===== src/rtl/evt_pkg.sv =====
package evt_pkg;
  // Status word bit positions the dispatch depends on
  localparam int unsigned SR_BLOCK = 28;
  localparam int unsigned SR_BANK  = 29;
  localparam int unsigned SR_PRIV  = 30;
  localparam int unsigned SR_FPDIS = 15;
  localparam int unsigned SR_MLO   = 4;
  localparam int unsigned SR_MHI   = 7;

  // Event codes with special handling
  localparam logic [11:0] C_RESET    = 12'h000;
  localparam logic [11:0] C_MRESET   = 12'h020;
  localparam logic [11:0] C_MULTIHIT = 12'h140;
  localparam logic [11:0] C_RDMISS   = 12'h040;
  localparam logic [11:0] C_WRMISS   = 12'h060;
  localparam logic [11:0] C_TRAP     = 12'h160;
  localparam logic [11:0] C_KEEPBL   = 12'h1E0;

  // Handler address offsets
  localparam logic [31:0] RESET_PC = 32'hA000_0000;
  localparam logic [31:0] OFS_GEN  = 32'h0000_0100;
  localparam logic [31:0] OFS_MISS = 32'h0000_0400;
  localparam logic [31:0] OFS_IRQ  = 32'h0000_0600;

  typedef enum logic [1:0] {
    EK_NONE = 2'd0,
    EK_EXC  = 2'd1,
    EK_IRQ  = 2'd2
  } evt_kind_e;
endpackage


===== src/rtl/evt_arbiter.sv =====
module evt_arbiter
  import evt_pkg::*;
#(
  parameter int unsigned CODE_W = 12
) (
  input  logic              exc_valid_i,
  input  logic [CODE_W-1:0] exc_code_i,
  input  logic              irq_req_i,
  input  logic              irq_vec_valid_i,
  input  logic              blocked_i,
  input  logic              sleep_i,
  output evt_kind_e         kind_o,
  output logic [CODE_W-1:0] code_o
);
  localparam logic [CODE_W-1:0] KEEP = CODE_W'(C_KEEPBL);
  localparam logic [CODE_W-1:0] RST  = CODE_W'(C_RESET);

  logic irq_allowed;

  // Exceptions win; interrupts in blocked mode only wake a sleeping core
  assign irq_allowed = irq_req_i && irq_vec_valid_i && (!blocked_i || sleep_i);

  always_comb begin
    kind_o = EK_NONE;
    code_o = exc_code_i;
    if (exc_valid_i) begin
      kind_o = EK_EXC;
      if (blocked_i && (exc_code_i != KEEP)) begin
        code_o = RST;
      end
    end else if (irq_allowed) begin
      kind_o = EK_IRQ;
    end
  end
endmodule


===== src/rtl/evt_target.sv =====
module evt_target
  import evt_pkg::*;
#(
  parameter int unsigned XLEN   = 32,
  parameter int unsigned CODE_W = 12
) (
  input  evt_kind_e         kind_i,
  input  logic [CODE_W-1:0] code_i,
  input  logic [XLEN-1:0]   sr_i,
  input  logic [XLEN-1:0]   pc_i,
  input  logic [XLEN-1:0]   vbr_i,
  input  logic              dslot_i,
  output logic [XLEN-1:0]   new_pc_o,
  output logic [XLEN-1:0]   new_sr_o,
  output logic [XLEN-1:0]   ret_pc_o
);
  localparam int unsigned MASK_W = SR_MHI - SR_MLO + 1;

  logic rst_class;
  logic miss_class;
  logic is_trap;

  assign rst_class  = (kind_i == EK_EXC) &&
                      ((code_i == CODE_W'(C_RESET)) ||
                       (code_i == CODE_W'(C_MRESET)) ||
                       (code_i == CODE_W'(C_MULTIHIT)));
  assign miss_class = (kind_i == EK_EXC) &&
                      ((code_i == CODE_W'(C_RDMISS)) ||
                       (code_i == CODE_W'(C_WRMISS)));
  assign is_trap    = (kind_i == EK_EXC) && (code_i == CODE_W'(C_TRAP));

  // Return address: delay-slot rewind, then trap step
  always_comb begin
    ret_pc_o = pc_i;
    if (dslot_i) begin
      ret_pc_o = ret_pc_o - XLEN'(2);
    end
    if (is_trap) begin
      ret_pc_o = ret_pc_o + XLEN'(2);
    end
  end

  // Handler status word
  always_comb begin
    new_sr_o = sr_i;
    new_sr_o[SR_BLOCK] = 1'b1;
    new_sr_o[SR_BANK]  = 1'b1;
    new_sr_o[SR_PRIV]  = 1'b1;
    if (rst_class) begin
      new_sr_o[SR_FPDIS]       = 1'b0;
      new_sr_o[SR_MHI:SR_MLO]  = {MASK_W{1'b1}};
    end
  end

  // Handler address
  always_comb begin
    if (kind_i == EK_IRQ) begin
      new_pc_o = vbr_i + XLEN'(OFS_IRQ);
    end else if (rst_class) begin
      new_pc_o = XLEN'(RESET_PC);
    end else if (miss_class) begin
      new_pc_o = vbr_i + XLEN'(OFS_MISS);
    end else begin
      new_pc_o = vbr_i + XLEN'(OFS_GEN);
    end
  end
endmodule


===== src/rtl/evt_entry_ctrl.sv =====
module evt_entry_ctrl
  import evt_pkg::*;
#(
  parameter int unsigned XLEN   = 32,
  parameter int unsigned CODE_W = 12
) (
  input  logic              clk,
  input  logic              rst_n,
  input  logic              take_i,
  input  logic              exc_valid_i,
  input  logic [CODE_W-1:0] exc_code_i,
  input  logic              irq_req_i,
  input  logic              irq_vec_valid_i,
  input  logic [CODE_W-1:0] irq_vec_i,
  output logic [3:0]        irq_mask_o,
  input  logic [XLEN-1:0]   sr_i,
  input  logic [XLEN-1:0]   pc_i,
  input  logic [XLEN-1:0]   r15_i,
  input  logic [XLEN-1:0]   vbr_i,
  input  logic              sleep_i,
  input  logic              dslot_i,
  output logic              taken_o,
  output logic [XLEN-1:0]   ssr_o,
  output logic [XLEN-1:0]   spc_o,
  output logic [XLEN-1:0]   sgr_o,
  output logic [XLEN-1:0]   new_sr_o,
  output logic [XLEN-1:0]   new_pc_o,
  output logic              expevt_we_o,
  output logic [CODE_W-1:0] expevt_o,
  output logic              intevt_we_o,
  output logic [CODE_W-1:0] intevt_o,
  output logic              clr_sleep_o,
  output logic              clr_dslot_o
);
  evt_kind_e         kind;
  logic [CODE_W-1:0] eff_code;
  logic [XLEN-1:0]   tgt_pc, tgt_sr, ret_pc;
  logic              go;

  // Next-state signals
  logic              taken_d, ew_d, iw_d, cs_d, cd_d;
  logic [XLEN-1:0]   ssr_d, spc_d, sgr_d, nsr_d, npc_d;
  logic [CODE_W-1:0] exp_d, int_d;

  assign irq_mask_o = sr_i[SR_MHI:SR_MLO];

  evt_arbiter #(.CODE_W(CODE_W)) u_arb (
    .exc_valid_i     (exc_valid_i),
    .exc_code_i      (exc_code_i),
    .irq_req_i       (irq_req_i),
    .irq_vec_valid_i (irq_vec_valid_i),
    .blocked_i       (sr_i[SR_BLOCK]),
    .sleep_i         (sleep_i),
    .kind_o          (kind),
    .code_o          (eff_code)
  );

  evt_target #(.XLEN(XLEN), .CODE_W(CODE_W)) u_tgt (
    .kind_i   (kind),
    .code_i   (eff_code),
    .sr_i     (sr_i),
    .pc_i     (pc_i),
    .vbr_i    (vbr_i),
    .dslot_i  (dslot_i),
    .new_pc_o (tgt_pc),
    .new_sr_o (tgt_sr),
    .ret_pc_o (ret_pc)
  );

  assign go = take_i && (kind != EK_NONE);

  always_comb begin
    taken_d = go;
    ew_d    = go && (kind == EK_EXC);
    iw_d    = go && (kind == EK_IRQ);
    cs_d    = go;
    cd_d    = go && dslot_i;
    ssr_d   = ssr_o;
    spc_d   = spc_o;
    sgr_d   = sgr_o;
    nsr_d   = new_sr_o;
    npc_d   = new_pc_o;
    exp_d   = expevt_o;
    int_d   = intevt_o;
    if (go) begin
      ssr_d = sr_i;
      spc_d = ret_pc;
      sgr_d = r15_i;
      nsr_d = tgt_sr;
      npc_d = tgt_pc;
      if (kind == EK_EXC) begin
        exp_d = eff_code;
      end else begin
        int_d = irq_vec_i;
      end
    end
  end

  always_ff @(posedge clk or negedge rst_n) begin
    if (!rst_n) begin
      taken_o     <= 1'b0;
      expevt_we_o <= 1'b0;
      intevt_we_o <= 1'b0;
      clr_sleep_o <= 1'b0;
      clr_dslot_o <= 1'b0;
      ssr_o       <= '0;
      spc_o       <= '0;
      sgr_o       <= '0;
      new_sr_o    <= '0;
      new_pc_o    <= '0;
      expevt_o    <= '0;
      intevt_o    <= '0;
    end else begin
      taken_o     <= taken_d;
      expevt_we_o <= ew_d;
      intevt_we_o <= iw_d;
      clr_sleep_o <= cs_d;
      clr_dslot_o <= cd_d;
      ssr_o       <= ssr_d;
      spc_o       <= spc_d;
      sgr_o       <= sgr_d;
      new_sr_o    <= nsr_d;
      new_pc_o    <= npc_d;
      expevt_o    <= exp_d;
      intevt_o    <= int_d;
    end
  end


  one_event_kind_chk: assert property (@(posedge clk) disable iff (!rst_n)
    $onehot0({expevt_we_o, intevt_we_o}));


  taken_needs_take_chk: assert property (@(posedge clk) disable iff (!rst_n)
    taken_o |-> $past(take_i));


  taken_has_write_chk: assert property (@(posedge clk) disable iff (!rst_n)
    taken_o |-> ((expevt_we_o || intevt_we_o) && clr_sleep_o));


  entry_status_chk: assert property (@(posedge clk) disable iff (!rst_n)
    taken_o |-> (new_sr_o[SR_BLOCK] && new_sr_o[SR_BANK] && new_sr_o[SR_PRIV]));


  blocked_exc_reset_chk: assert property (@(posedge clk) disable iff (!rst_n)
    (take_i && exc_valid_i && sr_i[SR_BLOCK] && (exc_code_i != CODE_W'(C_KEEPBL)))
      |=> (expevt_we_o && (expevt_o == CODE_W'(C_RESET))));


  blocked_irq_drop_chk: assert property (@(posedge clk) disable iff (!rst_n)
    (take_i && !exc_valid_i && sr_i[SR_BLOCK] && !sleep_i) |=> !taken_o);


  reset_class_target_chk: assert property (@(posedge clk) disable iff (!rst_n)
    (expevt_we_o && (expevt_o == CODE_W'(C_RESET)))
      |-> ((new_pc_o == XLEN'(RESET_PC)) && (new_sr_o[SR_MHI:SR_MLO] == 4'hF)));
endmodule


===== config.mk =====
export PLATFORM = sky130hd
export DESIGN_NAME = evt_entry_ctrl
export DESIGN_NICKNAME = d
export VERILOG_FILES = /design/src/rtl/evt_pkg.sv /design/src/rtl/evt_arbiter.sv /design/src/rtl/evt_target.sv /design/src/rtl/evt_entry_ctrl.sv
export SDC_FILE = /design/constraint.sdc
export NUM_CORES = 1
export LEC_CHECK = 0
export ABC_AREA = 1
export BUFFER_PORTS_ARGS = -buffer_cell sky130_fd_sc_hd__buf_4
export CORE_MARGIN = 2
export CORE_UTILIZATION = 51
export CTS_CLUSTER_DIAMETER = 30
export CTS_CLUSTER_SIZE = 10
export DETAILED_ROUTE_END_ITERATION = 16
export GPL_TIMING_DRIVEN = 0
export HOLD_SLACK_MARGIN = 0.03
export PLACE_DENSITY_LB_ADDON = 0.3
export SLEW_MARGIN = 5
export SYNTH_ARGS = -nofsm -noshare
export SYNTH_HDL_FRONTEND = slang
export SYNTH_SLANG_ARGS = --single-unit

===== constraint.sdc =====
create_clock -name clk -period 1.2 [get_ports clk]
set_clock_uncertainty 0.1 [all_clocks]
set_input_delay 0.12 -clock clk [delete_from_list [all_inputs] [get_ports clk]]
set_output_delay 0.12 -clock clk [all_outputs]
set_load 0.01 [all_outputs]

==> summary.txt, run 1 <==
Global routing
  – Largest net degree at the start of global routing: 112
  – Remaining Overflow, GRT: 16
  – GRT Overall Usage: 0.772

Placement
  – IO buf count: 349
  – Final HPWL DP: 28.7 mm
  – Post-DP Area: 13400 um^2
  – Placed cell count: 2049
  – Post-place setup slack: -1.29 ns
  – GP Congestion: 1.01

Synthesis
  – Number of flops mapped to enable cells by yosys: 0
  – Post-Synthesis Cells: 1434
  – Seq/Total Area, Yosys: 0.402
  – Post-Syn Area: 10100 um^2
  – Count of different cell masters after synthesis: 44
  – Flops & latches, synth: 162
  – Post-synth ARST share: 1.00
  – Avg Cell Area, Syn: 7.03 um^2
  – YS warnings: 0
  – Main synth FF type: dfrtp_1
  – Post-synth net total: 1601

Floorplanning
  – Die Ht: 145 um
  – Initial core utilization: 0.518
  – I/O pin count: 353
  – Die X: 145 um
  – FP Rows: 51

Clock network
  – CTS H-tree depth: 4
  – Longest Clk Path Bufs: 2
  – CTS buffer count: 17
  – Clk sinks: 162
  – Root Driver: clkbuf_16

Timing
  – Post-GRT worst EP: spc_o[21]$_DFFE_PN0P_/D
  – Worst endpoint type: sequential cell input

Outcome
  – Failing step: global routing
  – Status: stopped before the end
  – First Err: [ERROR GRT-0232] Routing congestion too high. Check the congestion heatmap in the GUI.
## cell families after synthesis
family | Yosys count | share of synthesized area
XOR/XNOR | 44 | 0.0431
AO/OA/AOI/OAI | 112 | 0.0607
AND/OR/NAND/NOR | 909 | 0.395
adder cells (fa/ha/maj) | 7 | 0.00869
flip-flops | 162 | 0.402
buffers and inverters | 200 | 0.0903
## cell usage after synthesis (5+ instances only)
cell	n	area share
nor2_1	130	0.048
buf_4	32	0.024
nand3_1	104	0.052
dfrtp_1	162	0.40
nand3_2	7	0.0069
nand2_4	5	0.0056
nor2_4	8	0.0089
xor2_1	35	0.030
clkbuf_1	33	0.012
inv_2	17	0.0063
nand3b_1	8	0.0060
nand2_2	12	0.0074
inv_1	108	0.040
nor3_1	19	0.0094
a21oi_1	43	0.021
nor2_2	20	0.012
nand4_1	29	0.018
o21ai_0	48	0.024
nand2_1	552	0.21
o21ai_1	5	0.0025
ha_1	7	0.0087
o21bai_1	5	0.0037
## stage by stage
step / utilization / hold slack [ns]
3_3_place_gp: 0.686 / 0.214
3_5_place_dp: 0.687 / -0.0373
4_1_cts: 0.850 / -0.494
2_1_floorplan: - / -0.276
## routing by layer
| layer | GRT overflow | track usage |
|---|---|---|
| met1 | 0 | 0.764 |
| met2 | 7 | 0.910 |
| met3 | 0 | 0.705 |
| met4 | 9 | 0.714 |
| met5 | 0 | 0.268 |
## timing repair
item / in CTS
pin swaps: 47
endpoints found under the hold margin: 252
cloned: 4
buffers inserted: 64
resized for setup: 242
hold buffers: 110
setup endpoints to repair: 246
==> run 2: changes to the inputs <==
CORE_UTILIZATION = 40   (was 51)
CTS_CLUSTER_DIAMETER = default   (was 30)
CTS_CLUSTER_SIZE = default   (was 10)
HOLD_SLACK_MARGIN = default   (was 0.03)
PLACE_DENSITY_LB_ADDON = 0.15   (was 0.3)
==> run 2 against run 1 <==
  * The flow now finishes, with violations (hold timing, setup timing)
  * Area after synthesis unchanged
  * Synthesized cell count unchanged
==> summary.txt, run 2 <==
Timing
  – Fin. max-slew vios: 0
  – Max-slew headroom: 0.540
  – Finish-stage setup viols: 135
  – Slew @ Worst Pin: 0.690 ns
  – Total negative slack: -35.58 ns
  – Hold_ws: -0.461 ns
  – Setup ws final: -0.690 ns
  – Fin. Hold Viols: 70
  – Peak Freq: 529 MHz
  – Final Cycle Share: 1.57
  – RSZ-0062 raised after global routing: yes
  – Post-layout min period: 1.89 ns

Route
  – Wire length per cell: 18.2 um
  – First-pass DRT Iterations: 6
  – Routed Antenna Nets: 0
  – Total wire length: 43.5 mm
  – Via/cell ratio: 5.13
  – Remaining DRCs: 0
  – Drt initial violations: 950
  – Routed vias: 12200

Synthesis
  – Count of different cell masters after synthesis: 44 (unchanged)
  – Synth top cells by count: 552 x nand2_1, 162 x dfrtp_1, 130 x nor2_1 (unchanged)
  – Seq/Total Area, Yosys: 0.402 (unchanged)
  – Flops & latches, synth: 162 (unchanged)
  – Avg Cell Area, Syn: 7.03 um^2 (unchanged)
  – Post-Synthesis Cells: 1434 (unchanged)
  – Ranking of synthesized cells by area: dfrtp_1 40%, nand2_1 21%, nand3_1 5.2% (unchanged)
  – Main synth FF type: dfrtp_1 (unchanged)
  – Number of flops mapped to enable cells by yosys: 0 (unchanged)
  – Top cell type's share of synthesized area: 0.402 (unchanged)
  – Post-Syn Area: 10100 um^2 (unchanged)
  – Post-synth net total: 1601 (unchanged)
  – Post-synth ARST share: 1.00 (unchanged)
  – YS warnings: 0 (unchanged)
  – Biggest area consumer among synthesized cells: dfrtp_1 (unchanged)
  – Most common cell in the netlist: nand2_1 (unchanged)

Floorplanning
  – I/O pin count: 353 (unchanged)
  – Die area: 26500 um^2
  – Initial core utilization: 0.404 (was 0.518)
  – Die X: 163 um (was 145 um)
  – FP Rows: 58 (was 51)
  – Die Ht: 163 um (was 145 um)
  – Core region area: 25000 um^2

Power and ir drop
  – Fraction of power spent switching nets: 0.340
  – Tot Pwr: 19.1 mW
  – Max rail drop VDD: 1090 uV
  – Combinational share of power: 0.347
  – Switching power: 6.50 mW
  – Clock share of power: 0.293
  – Pleak: 8.92 nW
  – Cell Pwr Density: 1060 nW/um^2
  – Sequential power share: 0.360
  – Int Power: 12.6 mW

Clock network
  – Cts hold-fix bufs: 106 (was 110)
  – Clk slew on worst S/H paths: 0.08 ns
  – CTS tree: built
  – Clk sinks: 162 (unchanged)
  – Root Driver: clkbuf_16 (unchanged)
  – Longest Clk Path Bufs: 2 (unchanged)
  – CTS H-tree depth: 4 (unchanged)
  – Clock latency on the worst-skew pair: 0.43 ns
  – CTS buffer count: 17 (unchanged)

Finish
  – Nets: 2209
  – Final non-filler cell total: 2386
  – Final instance area: 17900 um^2
  – Synthesis-to-finish area growth: 77.9%
  – Layout cell share with drive strength beyond 1: 0.401
  – Most frequent cells in the layout: 511 x nand2_1, 288 x buf_4, 212 x buf_6
  – Post-route core utilization: 0.718
  – Commonest non-fill, non-tap cell in the layout: nand2_1

Global routing
  – Vias in the first global route: 11800
  – Antenna violations before repair: 1
  – Remaining Overflow, GRT: 0
  – Largest net degree at the start of global routing: 96
  – GRT Overall Usage: 0.303
  – First-pass GRT wire length: 62.8 mm

Run
  – Max cap viols: 0

Outcome
  – Status: finished with violations (was stopped before the end)
  – Failing checks: hold timing, setup timing

Placement
  – IO buf count: 349 (unchanged)
  – Final HPWL DP: 28.6 mm (was 28.7 mm)
  – Post-place setup slack: -1.31 ns (was -1.29 ns)
  – Post-DP Area: 13500 um^2 (was 13400 um^2)
  – GP Congestion: 0.940 (was 1.01)
  – Placed cell count: 2114 (was 2049)

Critical path
  – R2r setup slk: 0.15 ns
  – Critical Path RT: 1.42 ns
  – Critical path type: in2reg
  – CP Launch Type: input pin
  – Nature of the critical path endpoint: register
  – CP max FO: 5
  – Critical Path AT: 2.11 ns

Min path
  – HP Class: in2async
## run 2: cell counts after synthesis
No cell type changed its count.
## run 2: worst max-delay path: stages
cell	delay, ns
buf_12	0.11
inv_8	0.04
ha_4	0.19
o21ai_4	0.19
ha_4	0.18
inv_4	0.04
nor2_4	0.10
nand3_2	0.07
nor2_2	0.13
nand2_2	0.08
nor2_4	0.15
nand4_4	0.12
nor2_4	0.20
buf_6	0.14
nand4_1	0.07
nand3_1	0.10
nand2_1	0.05
## run 2: power groups by stage
| stage | Sequential, mW | Combinational (mW) | Clock, mW |
|---|---|---|---|
| after global routing | 6.92 | 7.05 | 5.90 |
| after global placement | 6.79 | 4.65 | 0 |
| after CTS | 6.78 | 5.82 | 5.65 |
| after detailed placement | 6.81 | 4.72 | 0 |
| final | 6.87 | 6.62 | 5.60 |
| after floorplan | 7.07 | 1.72 | 0 |
## run 2: final cells by class
class | count | area [um^2]
diodes | 1 | 2.50
flip-flops and latches | 162 | 4060
clock inverters | 15 | 190
fillers | 1876 | 7030
well taps | 330 | 413
multi-input cells | 1074 | 6090
inverters | 126 | 562
repair buffers | 589 | 5570
plain buffers | 71 | 616
repair inverters | 1 | 7.51
clock buffers | 17 | 425
## run 2: what timing repair did
item	in CTS	in global routing
endpoints found under the setup margin	252	282
cloned	6	1
setup buffers	67	63
resized for setup	293	164
endpoints found under the hold margin	180	71
pin swaps	54	56
## run 2: final timing paths
kind | endpoint | start | cells past startpoint
min in group clk | intevt_o[0] | exc_valid_i | 4
max reg2reg | new_pc_o[9] | new_pc_o[9] | 4
max in group asynchronous | new_sr_o[4] | rst_n | 2
min reg2reg | intevt_o[6] | intevt_o[6] | 2
max | spc_o[31] | pc_i[1] | 17
min | intevt_o[1] | rst_n | 1
## run 2: metal layers
metal	part of all wire	GRT usage	routed length, um
met3	0.056	0.0443	2450
met1	0.39	0.363	17000
met2	0.51	0.541	22100
met4	0.047	0.133	2050
met5	0	0	0
## run 2: cells by family (layout without fill, tap and decap cells)
group                    Yosys count  after routing  share of synthesized area
buffers and inverters            200            819                     0.0903
AO/OA/AOI/OAI                    112            112                     0.0607
other                              0              1                          0
adder cells (fa/ha/maj)            7              7                    0.00869
AND/OR/NAND/NOR                  909            911                      0.395
XOR/XNOR                          44             44                     0.0431
flip-flops                       162            162                      0.402
No activity file was read; power rests on OpenSTA's default activity.
